===== config.mk =====
export PLATFORM = sky130hd
export DESIGN_NAME = ro_sample_packer
export DESIGN_NICKNAME = d
export VERILOG_FILES = /design/src/rtl/ropk_pkg.sv /design/src/rtl/ropk_lfsr.sv /design/src/rtl/ropk_sampler.sv /design/src/rtl/ropk_fifo.sv /design/src/rtl/ro_sample_packer.sv
export SDC_FILE = /design/constraint.sdc
export NUM_CORES = 2
export LEC_CHECK = 0
export BUFFER_PORTS_ARGS = -buffer_cell sky130_fd_sc_hd__buf_4
export CAP_MARGIN = 20
export CELL_PAD_IN_SITES_DETAIL_PLACEMENT = 0
export CELL_PAD_IN_SITES_GLOBAL_PLACEMENT = 1
export CORE_UTILIZATION = 56
export CTS_CLUSTER_DIAMETER = 50
export DETAILED_ROUTE_END_ITERATION = 10
export PLACE_DENSITY_LB_ADDON = 0.1
export SETUP_SLACK_MARGIN = 0.15
export SLEW_MARGIN = 20
export SYNTH_ARGS = -nofsm -noshare
export SYNTH_HDL_FRONTEND = slang
export SYNTH_HIERARCHICAL = 1
export SYNTH_SLANG_ARGS = --single-unit

===== constraint.sdc =====
create_clock -name clk -period 6.5 [get_ports clk]
set_input_delay 1.3 -clock clk [delete_from_list [all_inputs] [get_ports clk]]
set_output_delay 1.3 -clock clk [all_outputs]
set_load 0.05 [all_outputs]

===== src/rtl/ropk_pkg.sv =====
package ropk_pkg;
  localparam int unsigned WORD_BITS = 64;
  localparam logic [WORD_BITS-1:0] STUB_SEED = 64'h0123_4567_89AB_CDEF;

  // LFSR advance: shift left, feedback from taps 63, 62, 60, 59.
  function automatic logic [WORD_BITS-1:0] lfsr_adv(input logic [WORD_BITS-1:0] s);
    return {s[WORD_BITS-2:0], s[63] ^ s[62] ^ s[60] ^ s[59]};
  endfunction

  // Bit position of a lane inside a packed word.
  function automatic int unsigned lane_base(input int unsigned slot, input int unsigned lane_w);
    return slot * lane_w;
  endfunction
endpackage


===== src/rtl/ropk_lfsr.sv =====
module ropk_lfsr
  import ropk_pkg::*;
#(
  parameter logic [WORD_BITS-1:0] SEED = STUB_SEED
) (
  input  logic                 clk,
  input  logic                 rst_n,
  input  logic                 reload,
  input  logic                 step,
  output logic [WORD_BITS-1:0] state
);
  always_ff @(posedge clk or negedge rst_n) begin
    if (!rst_n)      state <= SEED;
    else if (reload) state <= SEED;
    else if (step)   state <= lfsr_adv(state);
  end

  // the stub state only moves when a word is taken from it
  p_hold_r4: assert property (@(posedge clk) disable iff (!rst_n)
    (!step && !reload) |=> $stable(state));
endmodule


===== src/rtl/ropk_sampler.sv =====
module ropk_sampler
  import ropk_pkg::*;
#(
  parameter int unsigned N_SRC       = 128,
  parameter int unsigned GRP_W       = 8,
  parameter int unsigned COND_CYCLES = 81,
  localparam int unsigned N_GRP      = N_SRC / GRP_W,
  localparam int unsigned GSW        = $clog2(N_GRP),
  localparam int unsigned SAMPLES    = WORD_BITS / GRP_W,
  localparam int unsigned CNT_MAX    = (SAMPLES > COND_CYCLES) ? SAMPLES : COND_CYCLES,
  localparam int unsigned CNTW       = $clog2(CNT_MAX)
) (
  input  logic                 clk,
  input  logic                 rst_n,
  input  logic                 clr,
  input  logic                 enable,
  input  logic                 raw_mode,
  input  logic [GSW-1:0]       grp_sel,
  input  logic [N_SRC-1:0]     src_bits,
  input  logic                 full,
  input  logic [WORD_BITS-1:0] lfsr_state,
  output logic                 push,
  output logic [WORD_BITS-1:0] push_word,
  output logic                 lfsr_step
);
  logic [CNTW-1:0]      cnt;
  logic [GSW-1:0]       cur_grp;
  logic                 cur_mode;
  logic [WORD_BITS-1:0] acc;
  logic [WORD_BITS-1:0] packed_word;
  logic [GRP_W-1:0]     sample;
  logic                 active, cfg_change, word_done;
  logic [CNTW-1:0]      slot, last_slot;

  assign sample     = src_bits[grp_sel*GRP_W +: GRP_W];
  assign active     = enable && !clr && !full;
  assign cfg_change = (cnt != '0) && ((grp_sel != cur_grp) || (raw_mode != cur_mode));
  assign slot       = cfg_change ? '0 : cnt;
  assign last_slot  = raw_mode ? CNTW'(SAMPLES - 1) : CNTW'(COND_CYCLES - 1);
  assign word_done  = active && (slot == last_slot);

  always_comb begin
    packed_word = acc;
    packed_word[lane_base(SAMPLES - 1, GRP_W) +: GRP_W] = sample;
  end

  assign push      = word_done;
  assign push_word = raw_mode ? packed_word : lfsr_state;
  assign lfsr_step = word_done && !raw_mode;

  always_ff @(posedge clk or negedge rst_n) begin
    if (!rst_n) begin
      cnt      <= '0;
      cur_grp  <= '0;
      cur_mode <= 1'b0;
      acc      <= '0;
    end else if (!active) begin
      cnt <= '0;
    end else begin
      cnt <= word_done ? '0 : slot + 1'b1;
      if (slot == '0) begin
        cur_grp  <= grp_sel;
        cur_mode <= raw_mode;
      end
      if (raw_mode)
        for (int s = 0; s < SAMPLES; s++)
          if (slot == CNTW'(s)) acc[lane_base(s, GRP_W) +: GRP_W] <= sample;
    end
  end

  // a word is never offered while the FIFO has no room
  p_no_overflow_r5: assert property (@(posedge clk) disable iff (!rst_n)
    push |-> !full);
  // the stub only advances in non-raw mode
  p_step_cond_r4: assert property (@(posedge clk) disable iff (!rst_n)
    lfsr_step |-> !raw_mode);
  // no partial word survives a disabled cycle
  p_disable_drop_r9: assert property (@(posedge clk) disable iff (!rst_n)
    !enable |=> cnt == '0);
endmodule


===== src/rtl/ropk_fifo.sv =====
module ropk_fifo #(
  parameter int unsigned W     = 64,
  parameter int unsigned DEPTH = 64,
  localparam int unsigned AW   = $clog2(DEPTH),
  localparam int unsigned CW   = $clog2(DEPTH + 1)
) (
  input  logic          clk,
  input  logic          rst_n,
  input  logic          clr,
  input  logic          push,
  input  logic [W-1:0]  push_data,
  input  logic          rd_en,
  output logic [W-1:0]  rd_data,
  output logic          underflow,
  output logic          full,
  output logic          empty,
  output logic [CW-1:0] count
);
  logic [W-1:0]  mem [DEPTH];
  logic [AW-1:0] wr_ptr, rd_ptr;
  logic          pop;

  assign empty = (count == '0);
  assign full  = (count == CW'(DEPTH));
  assign pop   = rd_en && !clr && !empty;

  always_ff @(posedge clk)
    if (push && !clr) mem[wr_ptr] <= push_data;

  always_ff @(posedge clk or negedge rst_n) begin
    if (!rst_n) begin
      wr_ptr <= '0; rd_ptr <= '0; count <= '0;
      rd_data <= '0; underflow <= 1'b0;
    end else if (clr) begin
      wr_ptr <= '0; rd_ptr <= '0; count <= '0;
      rd_data <= '0; underflow <= 1'b0;
    end else begin
      if (push) wr_ptr <= wr_ptr + 1'b1;
      if (pop) begin
        rd_data <= mem[rd_ptr];
        rd_ptr  <= rd_ptr + 1'b1;
      end else if (rd_en) begin
        rd_data <= '0;
      end
      underflow <= rd_en && empty;
      case ({push, pop})
        2'b10:   count <= count + 1'b1;
        2'b01:   count <= count - 1'b1;
        default: count <= count;
      endcase
    end
  end

  // occupancy never exceeds the depth
  p_count_bound_r10: assert property (@(posedge clk) disable iff (!rst_n)
    count <= CW'(DEPTH));
  // without a clear the occupancy moves by at most one per edge
  p_count_step_r10: assert property (@(posedge clk) disable iff (!rst_n)
    !clr |=> ((count == $past(count)) || (count == $past(count) + 1'b1)
              || (count == $past(count) - 1'b1)));
  // underflow only follows a read of an empty FIFO
  p_underflow_cause_r7: assert property (@(posedge clk) disable iff (!rst_n)
    underflow |-> $past(rd_en && empty && !clr));
  // a clear leaves the FIFO empty
  p_clear_r6: assert property (@(posedge clk) disable iff (!rst_n)
    clr |=> (count == '0) && !underflow);
endmodule


===== src/rtl/ro_sample_packer.sv =====
module ro_sample_packer
  import ropk_pkg::*;
#(
  parameter int unsigned N_SRC       = 128,
  parameter int unsigned GRP_W       = 8,
  parameter int unsigned FIFO_DEPTH  = 64,
  parameter int unsigned COND_CYCLES = 81
) (
  input  logic                                   clk,
  input  logic                                   rst_n,
  input  logic [N_SRC-1:0]                       src_bits,
  input  logic [$clog2(N_SRC/GRP_W)-1:0]         grp_sel,
  input  logic                                   enable,
  input  logic                                   raw_mode,
  input  logic                                   soft_clr,
  input  logic                                   rd_en,
  output logic [WORD_BITS-1:0]                   rd_data,
  output logic                                   empty,
  output logic                                   underflow,
  output logic [$clog2(FIFO_DEPTH+1)-1:0]        word_count
);
  logic                 fifo_full, push, lfsr_step;
  logic [WORD_BITS-1:0] push_word, lfsr_state;

  ropk_sampler #(.N_SRC(N_SRC), .GRP_W(GRP_W), .COND_CYCLES(COND_CYCLES)) u_sampler (
    .clk(clk), .rst_n(rst_n), .clr(soft_clr), .enable(enable), .raw_mode(raw_mode),
    .grp_sel(grp_sel), .src_bits(src_bits), .full(fifo_full), .lfsr_state(lfsr_state),
    .push(push), .push_word(push_word), .lfsr_step(lfsr_step));

  ropk_lfsr #(.SEED(STUB_SEED)) u_lfsr (
    .clk(clk), .rst_n(rst_n), .reload(soft_clr), .step(lfsr_step), .state(lfsr_state));

  ropk_fifo #(.W(WORD_BITS), .DEPTH(FIFO_DEPTH)) u_fifo (
    .clk(clk), .rst_n(rst_n), .clr(soft_clr), .push(push), .push_data(push_word),
    .rd_en(rd_en), .rd_data(rd_data), .underflow(underflow), .full(fifo_full),
    .empty(empty), .count(word_count));
endmodule


# Yosys cells after proc, flatten, opt, wreduce, memory -nomap -nowiden
# Memories as Yosys holds them, arrays and structs flattened.
# Index checks and enable logic that the tools add are counted.
[totals]
n_memories = 1
out_inout_bits = 73
elab_cells = 87
regBits = 216
mem_bits_rw = 4096
inputBits = 138
[classes]
n_eq_ne = 12
bitwise = 3
n_addsub = 5
reduce_logical = 30
mux = 19
n_shift = 1
[memory_table]
columns = ["memory", "depth", "word_bits", "rd", "rd_ports_with_merged_regs", "wr", "line_no", "text"]
rows = [
  ["u_fifo.mem", 64, 64, 1, 0, 1, "ropk_fifo.sv:19", "logic [W-1:0] mem [DEPTH];"],
]
[op_table]
columns = ["operator", "count"]
rows = [
  ["$mux W64", 6],
  ["$shiftx A128 B8 Y8", 1],
  ["$mux W7", 5],
  ["$mux W6", 4],
  ["$eq A7 B3 Y1 const B", 3],
  ["$reduce_and A3 Y1", 7],
  ["$add A7 B1 Y7 const B", 2],
  ["$eq A7 B2 Y1 const B", 2],
  ["$logic_not A7 Y1", 2],
  ["$pmux W7 S2", 1],
  ["$add A6 B1 Y6 const B", 2],
  ["$logic_and A1 B1 Y1", 9],
  ["$eq A7 B1 Y1 const B", 1],
  ["$eq A7 B7 Y1", 1],
  ["$eq A7 B7 Y1 const B", 1],
  ["$reduce_bool A7 Y1", 1],
  ["$sub A7 B1 Y7 const B", 1],
  ["$reduce_bool A2 Y1", 3],
  ["$reduce_bool A3 Y1", 2],
  ["$logic_not A1 Y1", 4],
  ["$ne A4 B4 Y1", 1],
  ["$mux W1", 3],
  ["$xor A1 B1 Y1", 3],
  ["$eq A2 B1 Y1 const B", 1],
  ["4 further kinds", 4],
]

# Longest topological paths before layout
[depth]
depth_word = 9
depth_mapped = 14
ltp_nobuf = 13

# Modules after synthesis
# Netlist, hierarchy kept.
[modules_own_cells]
columns = ["mod", "instances", "cells_each", "area_per_inst_um2", "seq_area_each_um2"]
rows = [
  ["ropk_fifo", 1, 7107, 159272.8, 125100.0],
  ["ropk_sampler", 1, 345, 4852.2, 1701.6],
  ["ropk_lfsr", 1, 210, 2653.8, 1641.6],
]

# Worst setup path before layout
# OpenSTA, ideal clock, no wires.
[synth_timing]
kind = "input to register"
startpoint = "input grp_sel[1]"
endpoint = "memory u_fifo.mem[61][0] (enable)"
setup_time_ns = 0.487
setup_slack_ns = -0.110
arrival_ns = 6.123
cell_stages = 10
cell_sequence = "clkbuf_1 xor2_1 nor4_4 a311o_1 nor3_1 clkbuf_1 nand2_1 nor2_1 nand3_1 nor2_1"
[synth_via]
elab_chain_len = 9
[synth_rtl]
columns = ["item", "line_no", "text"]
rows = [
  ["start: declaration", "ro_sample_packer.sv:12", "input logic [$clog2(N_SRC/GRP_W)-1:0] grp_sel,"],
  ["$ne A4 B4 Y1", "ropk_sampler.sv:37", "assign cfg_change = (cnt != '0) && ((grp_sel != cur_grp) || (raw_mode != cur_mode));"],
  ["$logic_or A1 B1 Y1", "ropk_sampler.sv:37", ""],
  ["$logic_and A1 B1 Y1", "ropk_sampler.sv:37", ""],
  ["$mux W7", "ropk_sampler.sv:38", "assign slot = cfg_change ? '0 : cnt;"],
  ["$eq A7 B7 Y1", "ropk_sampler.sv:40", "assign word_done = active && (slot == last_slot);"],
  ["$logic_and A1 B1 Y1", "ropk_sampler.sv:40", ""],
  ["net push", "ro_sample_packer.sv:22", "logic fifo_full, push, lfsr_step;"],
  ["$logic_and A1 B1 Y1", "ropk_fifo.sv:28", "if (push && !clr) mem[wr_ptr] <= push_data;"],
  ["$mux W1", "ropk_fifo.sv:28", ""],
  ["$mux W1 (not written as such)", "ropk_fifo.sv:28", ""],
  ["end: declaration", "ropk_fifo.sv:19", ""],
]
# The timed path passes the listed nets, and every way through them passes these cells.

# Final worst setup path
[layout_timing]
startpoint = "input grp_sel[1]"
endpoint = "memory u_fifo.mem[7][4] (enable)"
# The elaborated chain is that of the path after synthesis.

==> impl_metrics.toml <==
[sta]
finalSetupViolations = 0
period_needed_ns = 4.74
timing.fmax_mhz = 211
final_critical_path_setup_slack_ns = 1.76
totalNegativeSetupSlack_ns = 0
min_period_over_period = 0.729
max-slew-margin-rel = 0.127
final-hold-violation-count = 0
tightest_slew_ns = 1.30
hold_slack_ns = 0.447
number_of_pins_exceeding_their_max_slew_limit_in_the_final_report = 0
rsz_0062_raised_after_global_routing = "no"
finalClockSkew_ns = 0.0786

[power_and_ir_drop]
pwr_density_mw_per_mm2 = 346
cell_internal_power_uw = 49500
clock_power_share = 0.391
power.share.sequential = 0.473
static-leakage-power_uw = 0.0575
fin_total_pwr_uw = 65800
p_sw_uw = 16300
ir_drop_v = 0.000297
power.share.combinational = 0.137
p_sw_frac = 0.248

[setup_path]
critical_path_class = "primary input to flip-flop"
crit_path_start = "grp_sel[1]"
setup_slack_of_the_most_critical_reg_to_reg_path_ns = 1.95
critical-path-top-cell-by-count = "sky130_fd_sc_hd__buf_4"
worst_r2r_startpoint = "u_sampler/cnt[3]$_DFF_PN0_"
crit_path_cell_trace = "buf_4 > xor2_1 > nor4_4 > a311o_1 > nor3_2 > buf_4 > nand4_1 > nand2b_1 > nor2_4 > buf_12"
critPathCaptureType = "flip-flop"
worstPathMaxFanout = 49
cp-start-kind = "primary input"
worstPathArrival_ns = 5.30
crit_path_top_delay_cell = "sky130_fd_sc_hd__nor2_4"
crit_required_ns = 7.06
crit_path_max_incr_delay_ns = 0.75

[min_path]
hold_path_class = "primary input to async pin"

[die]
floorplan.rows = 200
floorplan.io_pins = 211
starting_density_of_the_core = 0.562
dieWidth_um = 548
floorplan.die_area_sq_mm = 0.300
coreArea_sq_mm = 0.297
dieHeight_um = 548

[logic_synthesis]
synth_compound_gate_area_share = 0.0297
post_synth_num_cell_types = 67
syn-cell-area_sq_mm = 0.167
post_synthesis_share_of_cell_area_spent_on_and_or_nand_and_nor_gates = 0.0146
count_of_flip_flops_with_a_built_in_enable_after_synthesis = 4096
synth_fa_ha_area_frac = 0.000600
ys_seq_area_frac = 0.770
yosys_warning_count = 6
muxShareOfSynthArea = 0.169
number_of_storage_elements_in_the_synthesis_netlist = 4312
postSynth.asyncResetShare = 0.0501
synth_top_flop_cell = "sky130_fd_sc_hd__edfxtp_1"
synth_area_per_cell_sq_um = 21.8
main_combinational_cell_family_by_area_after_synthesis = "multiplexers"
syn-instance-count = 7662
synth.net_count = 7808
synthXorXnorAreaFrac = 0.00121

[run_status]
status = "completed"

[finish]
finalNonFillerCells = 12500
design.final.nets = 8361
fillCellCount = 19700
areaGrowthSynthToFinish_pct = 13.9
final_layout_size_suffix_gt1_frac = 0.309

[place]
dpl.cell_count = 11700
detailed_place_hpwl_mm = 283
detailedPlace.worstSlack_ns = 0.837
port_buffers = 210
gp_routability_congestion = 0.872

[clocking]
clock_tree_from_tritoncts = "built"
clock_sinks = 4312
cts.htree.levels = 5
cts-buffers-inserted = 453
ctsRootBufferMaster = "sky130_fd_sc_hd__clkbuf_16"
cts_buffer_depth = 4
path_clk_slew_ns = 0.06
post-cts-setup-buffer-count = 0
insertion_delay_ns = 1.00
post_cts_resized = 0
count_of_hold_fix_buffers_inserted_at_cts = 0

[grt]
number_of_antenna_violations_at_the_first_check_in_global_routing = 28
grt_first_pass_wirelength_mm = 669
grt_pass1_vias = 84600
grt.overflow.total = 0
largest_net_degree_at_the_start_of_global_routing = 115
gr-usage-all-layers = 0.323

[routing]
drt-wirelength-per-cell_um = 38.3
route.detailed.drc = 0
initialDrtViolationCount = 12300
remaining_number_of_nets_flagged_by_the_antenna_check_after_routing = 0
routed_wl_mm = 481
dr_total_vias = 85100
detailedRoute.firstPassIterationCount = 6
routed_via_density = 6.78

[run]
maxCapViolations = 0
-- cell usage in the layout (no fill, tap or decap), drive strengths merged, types with 80 or more instances in the layout --
| cell | synthesis | layout |
|---|---|---|
| mux4 | 889 | 889 |
| nor2 | 203 | 203 |
| clkbuf | 184 | 571 |
| o22ai | 274 | 274 |
| edfxtp | 4096 | 4096 |
| clkinv | 1 | 174 |
| mux2i | 332 | 332 |
| buf | 270 | 552 |
| dfrtp | 184 | 184 |
| a22oi | 80 | 80 |
| nand2 | 133 | 133 |
| mux2 | 407 | 407 |
-- cells by family after synthesis --
kind of cell    Yosys count
compound gates          705
mux                    1628
flops                  4312
fa+ha+maj                 8
xor+xnor                 23
buf+inv                 464
simple gates            522
-- registers in the layout (all words and copies together), names as in the netlist --
name,cells
u_sampler/cnt,7
u_fifo/wr_ptr,6
u_fifo/underflow,1
u_fifo/count,7
u_fifo/mem,4096
u_sampler/acc,56
u_fifo/rd_ptr,6
u_sampler/cur_mode,1
u_lfsr/state,64
u_sampler/cur_grp,4
u_fifo/rd_data,64
-- cells in the mapped netlist, types with 10 or more instances --
cell type,instances,area share
sky130_fd_sc_hd__buf_2,144,0.0043
sky130_fd_sc_hd__o21ai_1,14,0.00042
sky130_fd_sc_hd__nor2_1,203,0.0046
sky130_fd_sc_hd__nor2b_1,10,0.00038
sky130_fd_sc_hd__o311ai_0,12,0.00063
sky130_fd_sc_hd__dfstp_2,32,0.0050
sky130_fd_sc_hd__a211o_1,11,0.00058
sky130_fd_sc_hd__a32oi_1,46,0.0024
sky130_fd_sc_hd__mux2_4,56,0.0050
sky130_fd_sc_hd__clkbuf_1,184,0.0041
sky130_fd_sc_hd__mux2i_1,332,0.020
sky130_fd_sc_hd__o31ai_1,33,0.0015
sky130_fd_sc_hd__nand4_1,10,0.00038
sky130_fd_sc_hd__nor3_1,69,0.0021
sky130_fd_sc_hd__a2111oi_0,13,0.00068
sky130_fd_sc_hd__o21ai_0,40,0.0012
sky130_fd_sc_hd__mux2_2,351,0.024
sky130_fd_sc_hd__a22oi_1,80,0.0036
sky130_fd_sc_hd__o221ai_1,14,0.00074
sky130_fd_sc_hd__o22ai_1,274,0.010
sky130_fd_sc_hd__nand2_1,130,0.0029
sky130_fd_sc_hd__mux4_2,889,0.12
sky130_fd_sc_hd__a221oi_1,36,0.0019
sky130_fd_sc_hd__xor2_1,15,0.00079
sky130_fd_sc_hd__and3_1,15,0.00056
sky130_fd_sc_hd__nand3_1,27,0.00081
sky130_fd_sc_hd__o211ai_1,13,0.00059
sky130_fd_sc_hd__a21oi_1,41,0.0012
sky130_fd_sc_hd__o22a_1,19,0.0010
sky130_fd_sc_hd__a211oi_1,21,0.00095
sky130_fd_sc_hd__buf_1,24,0.00054
sky130_fd_sc_hd__dfrtp_1,184,0.028
sky130_fd_sc_hd__edfxtp_1,4096,0.74
sky130_fd_sc_hd__buf_6,55,0.0037
sky130_fd_sc_hd__a22o_1,15,0.00079
sky130_fd_sc_hd__buf_4,47,0.0021
-- power groups by stage --
stage | logic (uW) | registers [uW] | clock network (uW)
after floorplan | 6320 | 31900 | 0
after detailed placement | 9120 | 31700 | 0
after CTS | 9140 | 31100 | 26000
after global placement | 9060 | 31700 | 0
after global routing | 9500 | 31100 | 27000
final | 9000 | 31100 | 25700
-- metal layers --
| layer | wire length (um) | track usage | share of wire |
|---|---|---|---|
| met2 | 229000 | 0.507 | 0.48 |
| met4 | 21200 | 0.125 | 0.044 |
| met3 | 48100 | 0.0584 | 0.10 |
| met1 | 183000 | 0.455 | 0.38 |
| met5 | 96 | 0 | 0.00020 |
-- final timing paths --
kind                                                  end  cells past startpoint
setup / recovery               u_fifo/mem[7][4]$_DFFE_PP_                     10
hold reg to reg            u_sampler/cur_mode$_DFFE_PN0P_                      1
hold / removal                u_fifo/count[6]$_DFFE_PN0P_                      1
setup reg to reg               u_fifo/mem[7][4]$_DFFE_PP_                      9
max in group asynchronous  u_fifo/rd_data[21]$_DFFE_PN0P_                      2
min in group clk           u_sampler/cur_mode$_DFFE_PN0P_                      1
-- worst max-delay path: cells and delay by family --
kind / cells / cell delay [ns]
buffers and inverters: 3 / 1.11
AND/OR/NAND/NOR: 5 / 2.01
AO/OA/AOI/OAI: 1 / 0.44
XOR/XNOR: 1 / 0.34
-- area by class of cell --
cell class	instances	area, sq um	share of cell area
multi-input combinational	2886	36500	0.192
clock buffer	571	12100	0.0636
inverter	10	38.8	0.000204
timing repair buffer	552	5130	0.0270
sequential	4312	128000	0.676
clock inverter	269	2820	0.0148
tap	3939	4930	0.0259
antenna	6	15.0	0.0000790
-- through the flow --
step | area, sq um | utilization
global placement | 175000 | 0.590
CTS | 190000 | 0.641
floorplan | 167000 | -
detailed placement | 175000 | 0.590
global route | 190000 | 0.641
finish | 190000 | 0.641
No activity file was read; power rests on OpenSTA's default activity.
